## src/rtl/rxq_pkg.sv

```systemverilog
package rxq_pkg;
  localparam int RXQ_DEPTH = 16;
  localparam int RXQ_DW    = 8;
endpackage

```

## src/rtl/rxq_mem.sv

```systemverilog
module rxq_mem #(
  parameter int DEPTH = 16,
  parameter int DW    = 8,
  localparam int AW   = $clog2(DEPTH)
) (
  input  logic          clk,
  input  logic          we,
  input  logic [AW-1:0] waddr,
  input  logic [DW-1:0] wdata,
  input  logic [AW-1:0] raddr,
  output logic [DW-1:0] rdata
);
  logic [DW-1:0] slots [DEPTH];

  always_ff @(posedge clk) begin
    if (we) slots[waddr] <= wdata;
  end

  assign rdata = slots[raddr];
endmodule

```

## src/rtl/rxq_ctrl.sv

```systemverilog
module rxq_ctrl #(
  parameter int DEPTH = 16,
  localparam int AW   = $clog2(DEPTH),
  localparam int CW   = $clog2(DEPTH + 1)
) (
  input  logic          clk,
  input  logic          rst,
  input  logic          push_req,
  input  logic          pop_req,
  input  logic          ovf_clr,
  output logic          wr_en,
  output logic [AW-1:0] waddr,
  output logic [AW-1:0] raddr,
  output logic [CW-1:0] count_q,
  output logic          empty,
  output logic          full,
  output logic          ovf_q
);
  localparam logic [AW-1:0] LAST = AW'(DEPTH - 1);

  logic [AW-1:0] wp_q, rp_q;
  logic          do_push, do_pop;

  assign empty   = (count_q == '0);
  assign full    = (count_q == CW'(DEPTH));
  assign do_push = push_req && !full;
  assign do_pop  = pop_req && !empty;
  assign wr_en   = do_push;
  assign waddr   = wp_q;
  assign raddr   = rp_q;

  always_ff @(posedge clk) begin
    if (rst) begin
      wp_q    <= '0;
      rp_q    <= '0;
      count_q <= '0;
      ovf_q   <= 1'b0;
    end else begin
      if (do_push) wp_q <= (wp_q == LAST) ? '0 : wp_q + 1'b1;
      if (do_pop)  rp_q <= (rp_q == LAST) ? '0 : rp_q + 1'b1;
      case ({do_push, do_pop})
        2'b10:   count_q <= count_q + 1'b1;
        2'b01:   count_q <= count_q - 1'b1;
        default: count_q <= count_q;
      endcase
      if (push_req && full) ovf_q <= 1'b1;
      else if (ovf_clr)     ovf_q <= 1'b0;
    end
  end

  a_r3_count_bound: assert property (@(posedge clk) disable iff (rst)
    count_q <= CW'(DEPTH));
  a_r4_ovf_latch: assert property (@(posedge clk) disable iff (rst)
    push_req && full |=> ovf_q);
  a_r4_drop_keeps: assert property (@(posedge clk) disable iff (rst)
    push_req && full && !pop_req |=> $stable(count_q));
  a_r8_empty_pop: assert property (@(posedge clk) disable iff (rst)
    pop_req && empty && !push_req |=> count_q == '0);
  a_r9_balanced: assert property (@(posedge clk) disable iff (rst)
    push_req && pop_req && !empty && !full |=> $stable(count_q));
endmodule

```

## src/rtl/rxq_level.sv

```systemverilog
module rxq_level #(
  parameter int DEPTH = 16,
  localparam int AW   = $clog2(DEPTH),
  localparam int CW   = $clog2(DEPTH + 1)
) (
  input  logic          clk,
  input  logic          rst,
  input  logic          thr_we,
  input  logic [AW-1:0] thr_wdata,
  input  logic          irq_clr,
  input  logic [CW-1:0] count,
  output logic [AW-1:0] thr_q,
  output logic          irq_q
);
  logic hit;

  assign hit = count > CW'(thr_q);

  always_ff @(posedge clk) begin
    if (rst) begin
      thr_q <= AW'(DEPTH - 1);
      irq_q <= 1'b0;
    end else begin
      if (thr_we) thr_q <= thr_wdata;
      if (irq_clr)  irq_q <= 1'b0;
      else if (hit) irq_q <= 1'b1;
    end
  end

  a_r6_level_sets: assert property (@(posedge clk) disable iff (rst)
    hit && !irq_clr |=> irq_q);
  a_r7_sticky: assert property (@(posedge clk) disable iff (rst)
    irq_q && !irq_clr |=> irq_q);
  a_r7_clear: assert property (@(posedge clk) disable iff (rst)
    irq_clr |=> !irq_q);
  a_r10_thr_load: assert property (@(posedge clk) disable iff (rst)
    thr_we |=> thr_q == $past(thr_wdata));
endmodule

```

## src/rtl/rxq_watermark_fifo.sv

```systemverilog
module rxq_watermark_fifo
  import rxq_pkg::*;
#(
  parameter int DEPTH = RXQ_DEPTH,
  parameter int DW    = RXQ_DW,
  localparam int AW   = $clog2(DEPTH),
  localparam int CW   = $clog2(DEPTH + 1)
) (
  input  logic          clk,
  input  logic          rst,
  input  logic          in_valid,
  input  logic [DW-1:0] in_data,
  output logic          in_ready,
  output logic          out_valid,
  output logic [DW-1:0] out_data,
  input  logic          out_ready,
  input  logic          thr_we,
  input  logic [AW-1:0] thr_wdata,
  output logic [AW-1:0] thr_q,
  output logic [AW-1:0] occ_code,
  output logic          empty,
  output logic          full,
  output logic          overflow,
  input  logic          ovf_clr,
  output logic          level_irq,
  input  logic          level_clr
);
  logic          wr_en;
  logic [AW-1:0] waddr, raddr;
  logic [CW-1:0] count;

  rxq_ctrl #(.DEPTH(DEPTH)) ctrl_i (
    .clk(clk), .rst(rst), .push_req(in_valid), .pop_req(out_ready),
    .ovf_clr(ovf_clr), .wr_en(wr_en), .waddr(waddr), .raddr(raddr),
    .count_q(count), .empty(empty), .full(full), .ovf_q(overflow)
  );

  rxq_mem #(.DEPTH(DEPTH), .DW(DW)) mem_i (
    .clk(clk), .we(wr_en), .waddr(waddr), .wdata(in_data),
    .raddr(raddr), .rdata(out_data)
  );

  rxq_level #(.DEPTH(DEPTH)) level_i (
    .clk(clk), .rst(rst), .thr_we(thr_we), .thr_wdata(thr_wdata),
    .irq_clr(level_clr), .count(count), .thr_q(thr_q), .irq_q(level_irq)
  );

  assign in_ready  = !full;
  assign out_valid = !empty;
  assign occ_code  = empty ? '0 : AW'(count - 1'b1);
endmodule

```

## config.mk

```make
export PLATFORM = sky130hd
export DESIGN_NAME = rxq_watermark_fifo
export DESIGN_NICKNAME = d
export VERILOG_FILES = /design/src/rtl/rxq_pkg.sv /design/src/rtl/rxq_mem.sv /design/src/rtl/rxq_ctrl.sv /design/src/rtl/rxq_level.sv /design/src/rtl/rxq_watermark_fifo.sv
export SDC_FILE = /design/constraint.sdc
export NUM_CORES = 1
export LEC_CHECK = 0
export CAP_MARGIN = 20
export CORE_UTILIZATION = 25
export CTS_BUF_LIST = sky130_fd_sc_hd__clkbuf_4 sky130_fd_sc_hd__clkbuf_8 sky130_fd_sc_hd__clkbuf_16
export DETAILED_ROUTE_END_ITERATION = 8
export PLACE_DENSITY = 0.52
export SYNTH_ARGS = -nofsm -noshare
export SYNTH_HDL_FRONTEND = slang
export SYNTH_SLANG_ARGS = --single-unit
```

## constraint.sdc

```tcl
create_clock -name clk -period 3.2 [get_ports clk]
set_input_delay 0.32 -clock clk [delete_from_list [all_inputs] [get_ports clk]]
set_output_delay 0.32 -clock clk [all_outputs]
set_load 0.005 [all_outputs]
```

# ---- Yosys cells after proc, flatten, opt, wreduce, memory -nomap -nowiden
# Memories as Yosys holds them, arrays and structs flattened. A register that Yosys moved wholly into a read port is not among the register bits.
# Cells that the tools add are included.
dict set report op_classes {
  n_reduce_logical 9
  n_eq_ne 5
  addsub 4
  magnitude_cmp 1
  mux 10
}
# operator n
set op_table {}
lappend op_table {{$mux 4} 5}
lappend op_table {{$pmux 5 s2} 1}
lappend op_table {{$add 4x1->4 const B} 2}
lappend op_table {{$eq 4x4->1 const B} 2}
lappend op_table {{$add 5x1->5 const B} 1}
lappend op_table {{$eq 5x5->1 const B} 1}
lappend op_table {{$gt 5x4->1} 1}
lappend op_table {{$logic_not 5->1} 1}
lappend op_table {{$sub 5x1->5 const B} 1}
lappend op_table {{$mux 1} 4}
lappend op_table {{$reduce_bool 2->1} 2}
lappend op_table {{$logic_and 1x1->1} 3}
lappend op_table {{$eq 2x1->1 const B} 1}
lappend op_table {{$eq 2x2->1 const B} 1}
lappend op_table {{$logic_not 1->1} 2}
lappend op_table {{$reduce_or 2->1} 1}
dict set report word_totals {
  input_bits 19
  word_cells 36
  mem_bits_rw 128
  n_memories 1
  output_inout_bits 22
  regBits 19
}
# name depth word_bits read_ports rd_ports_with_merged_regs wr line
set memory_table {}
lappend memory_table {mem_i.slots 16 8 1 1 1 rxq_mem.sv:13} ;# logic [DW-1:0] slots [DEPTH];

# ---- Longest topological paths before layout
# Gate-level depths: netlist of run 1.
dict set report logic_depth {
  depth_word 5
  mapped_depth 11
  mapped_depth_nobuf 10
}

# ---- By module
# A second synthesis of run 1 with hierarchy kept.
dict set report hier_totals {
  hier_cells 352
  area_unflattened_um2 6122.1
}
# mod n_inst cells_each area_per_inst_um2 seq_area_each_um2
set by_module_without_submodules {}
lappend by_module_without_submodules {rxq_mem 1 221 4987.3 3843.7}
lappend by_module_without_submodules {rxq_ctrl 1 89 794.5 280.3}
lappend by_module_without_submodules {rxq_level 1 30 272.8 100.1}
lappend by_module_without_submodules {rxq_watermark_fifo 1 12 67.6 0.0}

# ---- Worst setup path before layout of run 1
# Ideal clock, no wire load.
dict set report synth_timing {
  path_kind {reg-to-reg}
  start {reg ctrl_i.count_q[0]}
  end {reg ctrl_i.count_q[3]}
  setup_slack_ns 0.789
  arrival_ns 2.291
  path_buffers 1
  setup_time_ns 0.121
  stages_incl_launch_ff 12
  required_ns 3.079
  synth_period_minus_slack_ns 2.411
  cell_sequence {dfxtp_1 > inv_1 > ha_1 > nand4bb_1 > buf_2 > inv_2 > nor2_1 > inv_1 > ha_1 > or4b_1 > a21oi_1 > mux2_2}
}
dict set report synth_between {
  elab_chain_len 5
  elab_cells_between_ends 12
  cone_classes {add/sub: 2; eq/ne: 3; mux: 1; reduce/logical: 6}
}
# element line
set synth_lines {}
lappend synth_lines {{start, declared} rxq_ctrl.sv:14} ;# output logic [CW-1:0] count_q,
lappend synth_lines {{start signal, assigned} rxq_ctrl.sv:42} ;# 2'b10: count_q <= count_q + 1'b1;
lappend synth_lines {{start signal, assigned} rxq_ctrl.sv:43} ;# 2'b01: count_q <= count_q - 1'b1;
lappend synth_lines {{start signal, assigned} rxq_ctrl.sv:44} ;# default: count_q <= count_q;
lappend synth_lines {{$eq 5x5->1 (*)} rxq_ctrl.sv:25} ;# assign full = (count_q == CW'(DEPTH));
lappend synth_lines {{$logic_not 1->1 (*)} -}
lappend synth_lines {{net in_ready} rxq_watermark_fifo.sv:13} ;# output logic in_ready,
lappend synth_lines {{$logic_and 1x1->1 (*)} rxq_ctrl.sv:26} ;# assign do_push = push_req && !full;
lappend synth_lines {{$eq 2x1->1 or $eq 2x2->1 (tied branches)} rxq_ctrl.sv:41} ;# case ({do_push, do_pop})
lappend synth_lines {{$pmux 5 s2 or $reduce_bool 2->1 (tied branches)} -}
# The timed path passes the listed nets; every way through them passes the cells marked *.
# A chain may end at the register's enable or synchronous reset.

# ---- Worst setup path in the final report of run 1
dict set report layout_timing {
  start {reg ctrl_i.count_q[0]}
  end {reg ctrl_i.count_q[3]}
}
dict set report layout_between {
  elab_chain_len 5
  elab_cells_between_ends 12
  cone_classes {add/sub: 2; eq/ne: 3; mux: 1; reduce/logical: 6}
}
# element line
set layout_lines {}
lappend layout_lines {{$eq 5x5->1 or $logic_not 5->1 (tied branches)} {rxq_ctrl.sv:25, rxq_ctrl.sv:24}}
lappend layout_lines {{$logic_not 1->1 (on tied branches)} {rxq_ctrl.sv:26, rxq_ctrl.sv:27}}
lappend layout_lines {{$logic_and 1x1->1 (on tied branches)} {rxq_ctrl.sv:26, rxq_ctrl.sv:27}}
lappend layout_lines {{$eq 2x1->1 or $eq 2x2->1 (tied branches)} rxq_ctrl.sv:41}
lappend layout_lines {{$pmux 5 s2 or $reduce_bool 2->1 (tied branches)} -}
# Several ways; a longest one is shown, not always the timed one.

==> impl_metrics.py, run 1 <==
metrics = {
    "logic_synthesis": {
        "netlist_top_cells_area": "edfxtp_1 (63%), mux4_2 (12%), dfxtp_1 (7.5%)",
        "synth_top_cell_by_area": "edfxtp_1",
        "synthesis.nets": 386,
        "syn_area_per_cell_um2": 17.3,
        "yosysMostFrequentCell": "edfxtp_1",
        "ys_ff_latch": 151,
        "synth_top_area_share_pct": 62.5,
        "synthArstFlopShare_pct": 0,
        "syn-instance-count": 355,
        "synth.top_cells.by_count": "edfxtp_1 (128), mux4_2 (32), dfxtp_1 (23)",
        "synth_edf_count": 128,
        "synth_flop_cell": "edfxtp_1",
        "yosysWarnings": 0,
        "synth_cell_types": 46,
        "ys_seq_area_share_pct": 70.0,
        "syn_area_mm2": 0.00615,
    },
    "drt": {
        "drt_wl_total_um": 12800,
        "vias_per_cell": 4.45,
        "drc": 0,
        "vias": 3294,
        "drt_iter0_markers": 208,
        "ant_nets": 0,
        "wl_per_cell_um": 17.3,
        "first_pass_iters": 4,
    },
    "placed_design": {
        "post-dp-hpwl_um": 8200,
        "place_area_mm2": 0.00695,
        "gp_congestion": 0.757,
        "port-buffer-count": 40,
    },
    "critical_path": {
        "r2r_slack_ns": 0.38,
        "cp_top_family": "simple AND/OR/NAND/NOR gates",
        "start_kind": "flop",
        "r2r_start": "ctrl_i.count_q[0]",
        "worstRegToRegCells": 10,
        "path_buf_inv": 3,
        "crit_path_max_fanout": 8,
        "r2r-end": "ctrl_i.count_q[3]",
        "cp.depth": 10,
        "crit_required_ns": 3.51,
        "path_cells": "inv_1 > ha_1 > nand4bb_1 > inv_2 > nor2_1 > inv_1 > ha_1 > or4b_1 > a21oi_1 > mux2_2",
        "slowest_stage": "or4b_1",
        "cp_slowest_stage_delay_ns": 0.45,
        "crit_arrival_ns": 3.13,
        "path_class": "reg -> reg",
        "cp-end-kind": "flop",
    },
    "sta": {
        "min_period_ns": 2.82,
        "fmax_mhz": 354,
        "hold_violations": 0,
        "worstMarginPinSlew_ns": 0.801,
        "fin_crit_sh_pct": 88.3,
        "drv_slew": 0,
        "rsz0062_at_grt": "false",
        "relSlewSlack_pct": 46.4,
        "setup_viol": 0,
        "setup-tns-final_ns": 0,
        "clock_skew_ns": 0.00892,
    },
    "global_routing": {
        "overflow": 0,
        "grt_pass1_wl_um": 20100,
        "grt_antenna_before_repair": 0,
        "grt_pass1_vias": 3486,
        "grt_max_degree": 33,
        "grt_usage_pct": 10.8,
    },
    "clocking": {
        "cts.htree.levels": 4,
        "clock_sinks": 151,
        "hold_buffers": 0,
        "clk_pin_slew_worst_paths_ns": 0.06,
        "clk_path_buf_depth": 2,
        "cts_tree": "done",
        "cts_buffers": 17,
        "insertion_delay_ns": 0.42,
        "cts_root_buffer": "clkbuf_16",
        "post_cts_resized": 0,
        "cts_setup_buffers": 0,
    },
    "final_layout": {
        "drive_gt1_share_pct": 18.5,
        "nNetsFinal": 437,
        "area_growth_pct": 22.4,
        "num_antenna_cells": 0,
        "n_fill_cell": 2405,
        "multi_input_area_mm2": 0.00169,
        "design_area_mm2": 0.00753,
        "regArea_mm2": 0.00431,
    },
    "worst_hold_path": {
        "min_from": "level_clr",
        "holdPathStages": 2,
        "hold_class": "in -> reg",
        "min_to": "level_i.irq_q",
    },
    "die": {
        "start_util_pct": 25.4,
        "io_pins": 41,
        "chipHeight_um": 159,
        "die_x_um": 159,
        "die-area_mm2": 0.0252,
        "coreArea_mm2": 0.0242,
        "rows": 57,
    },
    "power_and_ir_drop": {
        "p_leak_nw": 2.44,
        "power_per_cell_area_mw_per_mm2": 711,
        "ir_drop_mv": 0.360,
    },
    "outcome": {
        "status": "finished clean",
    },
    "run": {
        "drv_cap": 0,
    },
}
## flip-flops by register name, indices dropped and copies added, names as in the netlist, named ones only
| signal | flops |
|---|---|
| mem_i.slots | 128 |
| ctrl_i.count_q | 5 |
| ctrl_i.raddr | 4 |
| ctrl_i.waddr | 4 |
| level_i.thr_q | 4 |
| ctrl_i.ovf_q | 1 |
| level_i.irq_q | 1 |
## metal layers
| layer | global-route usage [%] | vias up | part of all wire [%] |
|---|---|---|---|
| met3 | 3.16 | 15 | 3.9 |
| met5 | 0 | - | 0 |
| met2 | 17.2 | 85 | 48 |
| li1 | - | 1516 | - |
| met4 | 4.63 | 0 | 1.8 |
| met1 | 13.5 | 1678 | 46 |
## logic make-up (layout without fill, tap and decap cells)
| logic type | Yosys count | count (layout) | share of synthesized area (%) |
|---|---|---|---|
| fa+ha+maj | 12 | 12 | 2.44 |
| xor+xnor | 4 | 4 | 0.570 |
| flops | 151 | 151 | 70.0 |
| mux | 37 | 37 | 12.6 |
| compound gates | 43 | 43 | 4.94 |
| buf+inv | 34 | 96 | 2.54 |
| simple gates | 74 | 74 | 6.92 |
## layout make-up
cell class              count  area share (%)
flip-flops and latches    151            57.2
repair buffers             50            6.48
multi-input cells         170            22.4
clock buffers              20            5.95
clock inverters            10            1.73
well taps                 324            5.38
inverters                  16           0.831
## worst max path at each step
stage	endpoint	startpoint
2_1_floorplan	ctrl_i.count_q[3]	ctrl_i.count_q[0]
3_3_place_gp	ctrl_i.count_q[3]	ctrl_i.count_q[0]
3_5_place_dp	ctrl_i.count_q[3]	ctrl_i.count_q[0]
4_1_cts	out_data[4]	flop
5_1_grt	ctrl_i.count_q[3]	ctrl_i.count_q[0]
6_report	ctrl_i.count_q[3]	ctrl_i.count_q[0]
## metrics by stage
stage / power (mW) / hold slack [ns] / setup slack, ns / utilization, % / std cells
floorplan: 3.00 / 0.397 / 0.789 / - / 355
global placement: 3.43 / 0.523 / 0.514 / 28.7 / 711
detailed placement: 3.44 / 0.529 / 0.387 / 28.7 / 711
CTS: 5.42 / 0.434 / 0.331 / 31.0 / 741
global route: 5.59 / 0.449 / 0.123 / 31.0 / 741
finish: 5.36 / 0.454 / 0.376 / 31.0 / 741
## power by group
group          internal, mW  switching [mW]  leakage, nW  total (mW)
clock                  1.23           0.738        0.279        1.97
combinational         0.612           0.507        0.818        1.12
sequential             2.20          0.0627         1.34        2.26
total                  4.05            1.31         2.44        5.36
## cell usage in the layout, fill, tap and decap left out, drive strengths merged, types with 3 or more instances in the layout
cell type	n
nor3b	4
mux2	3
nor2b	6
clkinv	4
bufinv	3
buf	10
o21ai	5
mux4	32
and2	5
nand2	15
nor4b	3
nor2	15
o211ai	3
dfxtp	23
nand3	8
ha	12
clkbuf	20
nor3	5
and3	3
a22oi	16
a21oi	9
inv	17
and4	3
edfxtp	128
clkdlybuf4s50	40
Power figures use the tool's default switching activity.
==> run 2, diff against run 1 <==
CAP_MARGIN = default   (was 20)
==> results of run 2 <==
Same layout as run 1: the final DEF is identical, and so are final timing and power.
==> run 3, diff against run 2 <==
CORE_ASPECT_RATIO = 0.9   (was default)
CORE_MARGIN = 2   (was default)
DONT_BUFFER_PORTS = 1   (was default)
PLACE_DENSITY = 0.5   (was 0.52)
==> run 3 against run 2 <==
  * Global-route usage is 0.30 points lower
  * Maximum frequency rose by 0.92%
  * Largest cell class unchanged
  * Critical path depth fell by 1
  * Clock power about the same
  * Die area rose by 2.5%
  * Non-clock buffer count shrank 30
  * Sequential share of layout area up 2.5 points
  * Clock-buffer cell count did not move
  * Final cell count fell by 5.9%
  * Clock skew shrank 0.0020 ns
==> impl_metrics.py, run 3 (synthesis results as in run 1) <==
metrics = {
    "clocking": {
        "cts_buffers": 17,
        "clk_pin_slew_worst_paths_ns": 0.06,
        "clock_sinks": 151,
        "cts_root_buffer": "clkbuf_16",
        "cts_setup_buffers": 0,
        "cts.htree.levels": 4,
        "post_cts_resized": 0,
        "clk_path_buf_depth": 2,
        "cts_tree": "done",
        "hold_buffers": 11,
        "insertion_delay_ns": 0.42,
    },
    "drt": {
        "drt_iter0_markers": 203,
        "drc": 0,
        "first_pass_iters": 4,
        "vias": 3190,
        "ant_nets": 0,
        "vias_per_cell": 4.58,
        "wl_per_cell_um": 18.2,
        "drt_wl_total_um": 12700,
    },
    "final_layout": {
        "multi_input_area_mm2": 0.00169,
        "drive_gt1_share_pct": 20.3,
        "nNetsFinal": 407,
        "design_area_mm2": 0.00721,
        "final_common_cell": "edfxtp_1",
        "num_antenna_cells": 0,
        "largest_register_ffs": 128,
        "regMostFlops": "mem_i.slots",
        "top_regs": "mem_i.slots: 128 flops, ctrl_i.count_q: 5 flops",
        "area_growth_pct": 17.2,
        "layout_common_cells": "edfxtp_1 (128), mux4_2 (32), dfxtp_1 (22), clkbuf_16 (17), a22oi_1 (16)",
        "n_fill_cell": 2384,
        "regArea_mm2": 0.00431,
    },
    "power_and_ir_drop": {
        "p_clk_share_pct": 37.9,
        "power_per_cell_area_mw_per_mm2": 709,
        "internal_power_mw": 3.81,
        "p_sw_mw": 1.30,
        "p_leak_nw": 2.33,
        "ir_drop_mv": 0.456,
        "p_sw_share_pct": 25.5,
        "comb_power_share_pct": 17.1,
        "pwr-share-seq_pct": 45.0,
    },
    "die": {
        "start_util_pct": 25.4,
        "die-area_mm2": 0.0259,
        "die_x_um": 169,
        "io_pins": 41,
        "chipHeight_um": 153,
        "rows": 54,
        "coreArea_mm2": 0.0242,
    },
    "global_routing": {
        "grt_antenna_before_repair": 0,
        "grt_usage_pct": 10.5,
        "grt_pass1_wl_um": 20000,
        "grt_pass1_vias": 3327,
        "grt_max_degree": 33,
        "overflow": 0,
    },
    "worst_hold_path": {
        "holdPathStages": 1,
        "min_from": "thr_we",
        "min_to": "level_i.thr_q[2]",
        "hold_class": "in -> reg",
    },
    "critical_path": {
        "worstRegToRegCells": 9,
        "cp-end-kind": "flop",
        "crit_path_max_fanout": 10,
        "crit_required_ns": 3.51,
        "r2r-end": "ctrl_i.count_q[3]",
        "r2r_start": "ctrl_i.count_q[0]",
        "start_kind": "flop",
        "crit_arrival_ns": 3.11,
        "path_class": "reg -> reg",
        "r2r_slack_ns": 0.40,
    },
    "sta": {
        "setup-tns-final_ns": 0,
        "fin_crit_sh_pct": 87.4,
        "fmax_mhz": 357,
        "clock_skew_ns": 0.00696,
        "min_period_ns": 2.80,
        "setup_viol": 0,
        "rsz0062_at_grt": "false",
        "drv_slew": 0,
        "worstMarginPinSlew_ns": 0.948,
        "hold_violations": 0,
        "setup_slack_ns": 0.402,
        "relSlewSlack_pct": 36.5,
    },
    "outcome": {
        "status": "finished clean",
    },
    "placed_design": {
        "port-buffer-count": 0,
        "place_area_mm2": 0.00652,
        "preCtsSetupSlack_ns": 0.419,
        "post-dp-hpwl_um": 8160,
        "gp_congestion": 0.738,
    },
    "run": {
        "drv_cap": 0,
    },
}
-- run 3: cell types whose count changed in the layout (fill, tap and decap cells not counted), moves of 2 or more --
cell,change
clkinv_4,+4
clkinvlp_4,-2
clkinv_2,+2
dlygate4sd3_1,+11
clkdlybuf4s50_1,-40
-- run 3: layout make-up --
type                    instances  area share [%]
clock buffers                  20            6.21
clock inverters                12            1.79
inverters                      16           0.868
multi-input cells             170            23.4
flip-flops and latches        151            59.7
well taps                     308            5.35
repair buffers                 20            2.64
-- run 3: worst max-delay path by stage --
stage                           start           endpoint  slack [ns]
global placement    ctrl_i.count_q[0]  ctrl_i.count_q[3]        0.52
finish              ctrl_i.count_q[0]  ctrl_i.count_q[3]        0.40
global route        ctrl_i.count_q[0]  ctrl_i.count_q[3]        0.22
floorplan           ctrl_i.count_q[0]  ctrl_i.count_q[3]        0.79
CTS                 ctrl_i.count_q[0]  ctrl_i.count_q[3]        0.40
detailed placement  ctrl_i.count_q[0]  ctrl_i.count_q[3]        0.42
-- run 3: power groups by stage --
stage               logic, mW  clock network, mW  registers [mW]
floorplan               0.726                  0            2.28
global placement        0.847                  0            2.34
detailed placement      0.856                  0            2.34
CTS                     0.894               1.99            2.30
global route            0.972               2.08            2.31
finish                  0.875               1.94            2.30
-- run 3: metrics by stage --
step / util [%] / hold WS (ns) / instances / power (mW)
after floorplan: - / 0.397 / 355 / 3.00
after global placement: 27.0 / 0.394 / 654 / 3.19
after detailed placement: 27.0 / 0.395 / 654 / 3.20
after CTS: 29.8 / 0.00647 / 697 / 5.18
after global routing: 29.8 / 0.0214 / 697 / 5.36
final: 29.8 / 0.0251 / 697 / 5.11
-- run 3: metal layers --
metal | share of wire, % | GRT usage [%]
met3 | 4.8 | 3.69
met1 | 45 | 13.7
met5 | 0 | 0
met2 | 49 | 16.3
met4 | 1.1 | 3.17
-- run 3: critical path, stage by stage (launching register included) --
cell     delay (ns)
dfxtp_1        0.46
inv_1          0.12
ha_1           0.29
nor4b_4        0.16
buf_4          0.20
nor2_1         0.19
ha_1           0.32
or4b_1         0.47
a21oi_1        0.16
mux2_2         0.34
